--- config.mk ---
export PLATFORM = sky130hd
export DESIGN_NAME = fwd_unit
export DESIGN_NICKNAME = d
export VERILOG_FILES = /design/src/rtl/fwd_pkg.sv /design/src/rtl/fwd_dest_pick.sv /design/src/rtl/fwd_operand_sel.sv /design/src/rtl/fwd_store_sel.sv /design/src/rtl/fwd_unit.sv
export SDC_FILE = /design/constraint.sdc
export NUM_CORES = 1
export LEC_CHECK = 0
export BUFFER_PORTS_ARGS = -buffer_cell sky130_fd_sc_hd__buf_2
export CORE_UTILIZATION = 45
export DETAILED_ROUTE_END_ITERATION = 8
export PLACE_DENSITY_LB_ADDON = 0.1
export SLEW_MARGIN = 40
export SYNTH_ARGS = -nofsm -noshare
export SYNTH_HDL_FRONTEND = slang
export SYNTH_SLANG_ARGS = --single-unit
--- constraint.sdc ---
create_clock -name vclk -period 2.65
set_clock_uncertainty 0.2 [all_clocks]
set_input_delay 0.265 -clock vclk [all_inputs]
set_output_delay 0.265 -clock vclk [all_outputs]
set_load 0.005 [all_outputs]
--- src/rtl/fwd_pkg.sv ---
package fwd_pkg;

    localparam int REG_AW  = 5;
    localparam int CLS_W   = 2;
    localparam int SEL_W   = 2;
    localparam int N_OPND  = 2;

    typedef logic [REG_AW-1:0] regnum_t;

    typedef enum logic [CLS_W-1:0] {
        CLS_OTHER = 2'b00,
        CLS_ALU   = 2'b01,
        CLS_LOAD  = 2'b10,
        CLS_STORE = 2'b11
    } ins_cls_e;

    typedef enum logic [SEL_W-1:0] {
        SEL_RF  = 2'b00,
        SEL_WB  = 2'b01,
        SEL_MEM = 2'b10
    } fwd_sel_e;

    typedef struct packed {
        ins_cls_e cls;
        logic     we;
        regnum_t  rt;
        regnum_t  rd;
    } producer_t;

    function automatic logic cls_writes(input ins_cls_e c);
        return (c == CLS_ALU) || (c == CLS_LOAD);
    endfunction

    function automatic regnum_t dest_field(input producer_t p);
        return (p.cls == CLS_LOAD) ? p.rt : p.rd;
    endfunction

endpackage

--- src/rtl/fwd_dest_pick.sv ---
module fwd_dest_pick
    import fwd_pkg::*;
(
    input  producer_t prod,
    output regnum_t   dest,
    output logic      valid
);
    always_comb begin
        dest  = dest_field(prod);
        valid = prod.we && cls_writes(prod.cls) && (dest != '0);
    end
endmodule

--- src/rtl/fwd_operand_sel.sv ---
module fwd_operand_sel
    import fwd_pkg::*;
(
    input  regnum_t  src,
    input  regnum_t  mem_dest,
    input  logic     mem_vld,
    input  regnum_t  wb_dest,
    input  logic     wb_vld,
    output fwd_sel_e sel
);
    logic hit_mem;
    logic hit_wb;

    always_comb begin
        hit_mem = mem_vld && (mem_dest == src);
        hit_wb  = wb_vld  && (wb_dest  == src);
        if (hit_mem)
            sel = SEL_MEM;
        else if (hit_wb)
            sel = SEL_WB;
        else
            sel = SEL_RF;
    end

    // producers marked valid never carry register 0, so a zero source stays on the file
    always_comb begin
        a_r7_zero_src_rf: assert (!(src == '0) || sel == SEL_RF)
            else $error("R7: register 0 selected a bypass");
    end
endmodule

--- src/rtl/fwd_store_sel.sv ---
module fwd_store_sel
    import fwd_pkg::*;
(
    input  ins_cls_e ex_cls,
    input  regnum_t  ex_rt,
    input  ins_cls_e mem_cls,
    input  regnum_t  mem_rt,
    input  regnum_t  wb_dest,
    input  logic     wb_vld,
    output logic     byp_ex,
    output logic     byp_mem
);
    always_comb begin
        byp_ex  = (ex_cls == CLS_STORE) && (ex_rt != '0)
                  && wb_vld && (wb_dest == ex_rt);
        byp_mem = (mem_cls == CLS_STORE) && (mem_rt != '0) && !byp_ex
                  && wb_vld && (wb_dest == mem_rt);
    end

    // the execute-stage store bypass needs a producer that really writes
    always_comb begin
        a_r8_ex_needs_producer: assert (!byp_ex || wb_vld)
            else $error("R8: store bypass without a valid producer");
    end
endmodule

--- src/rtl/fwd_unit.sv ---
module fwd_unit
    import fwd_pkg::*;
(
    input  logic [4:0] ex_rs,
    input  logic [4:0] ex_rt,
    input  logic [1:0] ex_cls,
    input  logic [1:0] mem_cls,
    input  logic       mem_we,
    input  logic [4:0] mem_rt,
    input  logic [4:0] mem_rd,
    input  logic [1:0] wb_cls,
    input  logic       wb_we,
    input  logic [4:0] wb_rt,
    input  logic [4:0] wb_rd,
    output logic [1:0] fwd_a,
    output logic [1:0] fwd_b,
    output logic       st_byp_ex,
    output logic       st_byp_mem
);
    producer_t mem_p;
    producer_t wb_p;
    regnum_t   mem_dest;
    regnum_t   wb_dest;
    logic      mem_vld;
    logic      wb_vld;
    regnum_t   src   [N_OPND];
    fwd_sel_e  sel   [N_OPND];

    always_comb begin
        mem_p = '{cls: ins_cls_e'(mem_cls), we: mem_we, rt: mem_rt, rd: mem_rd};
        wb_p  = '{cls: ins_cls_e'(wb_cls),  we: wb_we,  rt: wb_rt,  rd: wb_rd};
        src[0] = ex_rs;
        src[1] = ex_rt;
    end

    fwd_dest_pick u_mem_pick (.prod(mem_p), .dest(mem_dest), .valid(mem_vld));
    fwd_dest_pick u_wb_pick  (.prod(wb_p),  .dest(wb_dest),  .valid(wb_vld));

    for (genvar g = 0; g < N_OPND; g++) begin : g_opnd
        fwd_operand_sel u_sel (
            .src      (src[g]),
            .mem_dest (mem_dest),
            .mem_vld  (mem_vld),
            .wb_dest  (wb_dest),
            .wb_vld   (wb_vld),
            .sel      (sel[g])
        );
    end

    fwd_store_sel u_store (
        .ex_cls   (ins_cls_e'(ex_cls)),
        .ex_rt    (ex_rt),
        .mem_cls  (ins_cls_e'(mem_cls)),
        .mem_rt   (mem_rt),
        .wb_dest  (wb_dest),
        .wb_vld   (wb_vld),
        .byp_ex   (st_byp_ex),
        .byp_mem  (st_byp_mem)
    );

    always_comb begin
        fwd_a = sel[0];
        fwd_b = sel[1];
    end

    // Port-level checks against the raw pipeline fields
    always_comb begin
        // a memory-stage bypass requires the memory-stage write flag
        a_r2_mem_needs_we: assert (!(fwd_a == SEL_MEM || fwd_b == SEL_MEM) || mem_we)
            else $error("R2: bypass from a non-writing producer");
        // write-back bypass only from load or ALU classes
        a_r6_wb_class: assert (!(fwd_a == SEL_WB || fwd_b == SEL_WB)
                               || wb_cls == CLS_ALU || wb_cls == CLS_LOAD)
            else $error("R6: bypass from a non-writing class");
        // the unused select code never leaves the block
        a_r3_no_code11: assert (fwd_a != 2'b11 && fwd_b != 2'b11)
            else $error("R3: reserved select code");
        // memory-stage store bypass belongs to a store in that stage
        a_r9_mem_store: assert (!st_byp_mem || (mem_cls == CLS_STORE && wb_we))
            else $error("R9: memory store bypass without a store");
    end
endmodule

After elaboration in Yosys (flattened, before gate mapping). Cells that the tools add are included.

Add/subtract/negate cells: 0. Multipliers: 0. Divide/modulo/power cells: 0. Order comparisons: 0. Equality and inequality tests: 11. Shift-type cells: 0. Muxes and demuxes: 6. Bitwise operators: 0. Reduce and logical (&&, ||, !) cells: 22.

Operator list (number): $eq A5 B5 Y1 (5); $reduce_bool A5 Y1 (4); $logic_and A1 B1 Y1 (15); $mux W5 (2); $eq A2 B2 Y1 const B (4); $eq A2 B1 Y1 const B (2); $mux W2 (2); $logic_or A1 B1 Y1 (2); $mux W1 (2); $logic_not A1 Y1 (1).

Bits in registers: 0. Latch bits: 0. Bits in writable memories: 0. ROM bits: 0. Output and inout port bits: 6. Memories kept: 0.

Longest topological paths before layout.
Depth in word-level cells: 10. Gate-level depth with buffers: 8. Gate-level depth less buffers: 7.

Cells and area by module. From an unflattened synthesis, not the netlist that was laid out.

Cells, all modules: 74. Area, all modules: 640.6 um^2.

By module, submodules not included: fwd_operand_sel (instances 2, cells an instance 16, area each 132.6 um^2); fwd_dest_pick (instances 2, cells an instance 11, area each 108.9 um^2); fwd_store_sel (instances 1, cells an instance 20, area each 157.7 um^2).

Worst setup path after synthesis. Ideal clock, no wire load.

Kind: input to output. From: input wb_cls[0]. To: output fwd_a[0]. Data arrival time: 1.715 ns. Setup slack: 0.470 ns. Stages on the path: 8. Cell sequence: inv_1 > ha_1 > buf_6 > nor4b_4 > o22ai_1 > nand3b_1 > or4_1 > nor4_2.

Cells in the longest elaborated chain, start to end: 7. Elaborated cells between the ends (all ways): 11.

Ends and longest elaborated chain: from (decl) (RTL line fwd_unit.sv:11) `input logic [1:0] wb_cls,`; $eq A2 B2 Y1 / $eq A2 B1 Y1 (equally long branches) (RTL line fwd_pkg.sv:31, fwd_pkg.sv:35); $mux W5 / $logic_or A1 B1 Y1 (equally long branches) (RTL line fwd_pkg.sv:35, fwd_pkg.sv:31); $reduce_bool A5 Y1 / $logic_and A1 B1 Y1 (equally long branches) (RTL line fwd_dest_pick.sv:10) `valid = prod.we && cls_writes(prod.cls) && (dest != '0);`; $logic_and A1 B1 Y1 (RTL line fwd_dest_pick.sv:10); $logic_and A1 B1 Y1 * (RTL line fwd_operand_sel.sv:16) `hit_wb = wb_vld && (wb_dest == src);`; $mux W1 * (RTL line fwd_operand_sel.sv:19) `else if (hit_wb)`; $mux W2 * (RTL line fwd_operand_sel.sv:17) `if (hit_mem)`; to (decl) (RTL line fwd_unit.sv:15) `output logic [1:0] fwd_a,`.

Mark *: on every way between the ends. The rest lies on a longest branch, timed or not.

Final worst setup path. Same ends and word-level chain as after synthesis.

==> results.sh <==
export IMPL_critPathCaptureType="primary output"
export IMPL_area_delta_synth_final_pct=34.0
export IMPL_crit_arrival_ns=2.04
export IMPL_worstSetupStartpointType="input pin"
export IMPL_synthDominantAreaCellType="sky130_fd_sc_hd__xor2_1"
export IMPL_finalHoldViolCount=0
export IMPL_dp_hpwl_microns=1430
export IMPL_post_synth_cell_area_avg_sq_um=9.07
export IMPL_setup_ws_ns=0.142
export IMPL_ant_nets=0
export IMPL_layout_sequential_cells=0
export IMPL_num_rows=13
export IMPL_post_route_period_util_pct=94.6
export IMPL_timing_critical_path_required_ns=2.18
export IMPL_slew_headroom_pct=72.8
export IMPL_max_cap_viol_count=0
export IMPL_antenna_found_initial=0
export IMPL_io_pins=44
export IMPL_viasPerCell=5.22
export IMPL_max_stage_delay_ns=0.56
export IMPL_whs_endpoint="st_byp_ex"
export IMPL_die_width_microns=40.4
export IMPL_outcome="finished, final reports clean"
export IMPL_synth_top_area_share_pct=17.2
export IMPL_num_antenna_cells=0
export IMPL_pwr_density_cell_nw_per_um2=159
export IMPL_globalRouteOverflowTotal=0
export IMPL_timing_final_max_slew_violations=0
export IMPL_yosys_warnings=0
export IMPL_synthesis_nets=114
export IMPL_die_area_sq_um=1630
export IMPL_yosys_cell_count_top_type="sky130_fd_sc_hd__xor2_1"
export IMPL_nClkBuffers=0
export IMPL_fin_util_pct=66.5
export IMPL_crit_path_frequent_cell="sky130_fd_sc_hd__buf_2"
export IMPL_drive_gt1_share_pct=47.8
export IMPL_core_area_sq_um=1330
export IMPL_wire_per_inst_microns=12.0
export IMPL_floorplan_initialDensity_pct=49.6
export IMPL_first_iter_violations=8
export IMPL_synth_sequential_area_ratio_pct=0
export IMPL_crit_fanout=4
export IMPL_die_y_microns=40.4
export IMPL_max_freq_ghz=0.399
export IMPL_critical_path_slowest_cell="sky130_fd_sc_hd__or4_1"
export IMPL_timing_worst_slew_pin_value_ns=0.397
export IMPL_setup_ws_pre_cts_ns=0.0691
export IMPL_timing_worst_setup_path_type="in2out"
export IMPL_routed_wirelength_microns=1570
export IMPL_ys_top_cells_by_area="sky130_fd_sc_hd__xor2_1 17%, sky130_fd_sc_hd__mux2i_4 17%, sky130_fd_sc_hd__xnor2_1 15%"
export IMPL_timing_hold_worst_start="ex_cls[1]"
export IMPL_period_minus_slack_ns=2.51
export IMPL_post_synth_instance_area_sq_um=662
export IMPL_final_setup_tns_ns=0
export IMPL_cts_hold_buffers=0
export IMPL_detail_route_drc_violations=0
export IMPL_area_sequential_sq_um=0
export IMPL_place_congestion=0.797
export IMPL_routed_via_count=678
export IMPL_setup_viol=0
export IMPL_ys_types=25
export IMPL_drt_first_pass_iters=4
export IMPL_ir_drop_mv=0.0755
export IMPL_crit_path_cell_trace="buf_2 -> inv_1 -> ha_2 -> buf_4 -> nor4_1 -> o22ai_1 -> nand3b_1 -> or4_1 -> nor4_2 -> buf_2"
export IMPL_global_route_usage_total_pct=19.1
export IMPL_nNetsFinal=158
export IMPL_first_pass_grt_wire_length_microns=2190
export IMPL_grt_pass1_vias=537
export IMPL_syn_inst=73
export IMPL_timing_critical_path_max_delay_family="simple AND/OR/NAND/NOR gates"
export IMPL_io_buffers=44
export IMPL_p_leak_nw=0.388
export IMPL_grt_setup_unrepaired="no"
export IMPL_grt_max_degree=8
export IMPL_worstHoldPathCells=4
export IMPL_holdCritPathClass="in2out"
export IMPL_synth_common_cells="13 x sky130_fd_sc_hd__xor2_1, 11 x sky130_fd_sc_hd__xnor2_1, 6 x sky130_fd_sc_hd__mux2i_1"
export IMPL_cp_buffers_inverters=4
==> worst max path at each step <==
stage          slack [ns]        to        from  cells past startpoint
2_1_floorplan        0.47  fwd_a[0]   wb_cls[0]                      8
3_3_place_gp         0.09  fwd_a[0]   wb_cls[0]                     10
3_5_place_dp         0.07  fwd_a[0]   wb_cls[0]                     10
4_1_cts              0.05  fwd_a[0]   wb_cls[0]                     10
5_1_grt              0.02  fwd_a[0]  mem_cls[0]                      9
6_report             0.14  fwd_a[0]   wb_cls[0]                     10
==> per-stage QoR <==
step	total power [mW]	hold WS, ns	instance area [sq um]	cells
floorplan	0.0856	0.465	662	73
global placement	0.140	0.686	885	130
detailed placement	0.141	0.683	885	130
CTS	0.141	0.682	885	130
global route	0.154	0.709	887	130
finish	0.141	0.678	887	130
==> layout make-up <==
| class | instances | area (sq um) |
|---|---|---|
| multi-input cells | 67 | 626 |
| fillers | 140 | 447 |
| repair buffers | 46 | 235 |
| well taps | 15 | 18.8 |
| inverters | 2 | 7.51 |
==> layer usage <==
layer / GRT usage, % / routed length, microns / vias up
met5: 0 / 0 / -
met4: 0.833 / 0 / 0
met3: 0 / 96 / 0
met2: 35.7 / 780 / 29
met1: 25.3 / 688 / 295
li1: - / - / 354
==> where the power goes <==
group | internal [mW] | total (mW) | switching (mW)
combinational | 0.0718 | 0.141 | 0.0690
clock | 0 | 0 | 0
sequential | 0 | 0 | 0
total | 0.0718 | 0.141 | 0.0690
==> what timing repair did <==
item | 4_1_cts | 5_1_grt
setup endpoints to repair | 0 | 3
setup buffers | 0 | 0
resized for setup | 0 | 1
==> kinds of logic after synthesis <==
group,synth area share (%)
simple gates,26.5
buf+inv,5.86
mux,26.1
fa+ha+maj,5.67
compound gates,4.16
xor+xnor,31.8
==> cell usage in the layout, fill, tap and decap left out, types with 3 or more instances in the layout <==
master / instances
sky130_fd_sc_hd__buf_2: 44
sky130_fd_sc_hd__xor2_1: 13
sky130_fd_sc_hd__xnor2_1: 11
sky130_fd_sc_hd__mux2i_1: 6
sky130_fd_sc_hd__mux2i_4: 5
sky130_fd_sc_hd__nor2_1: 4
sky130_fd_sc_hd__nor4_1: 4
sky130_fd_sc_hd__nand4_1: 3
sky130_fd_sc_hd__or4_1: 3
Power figures use the tool's default switching activity.
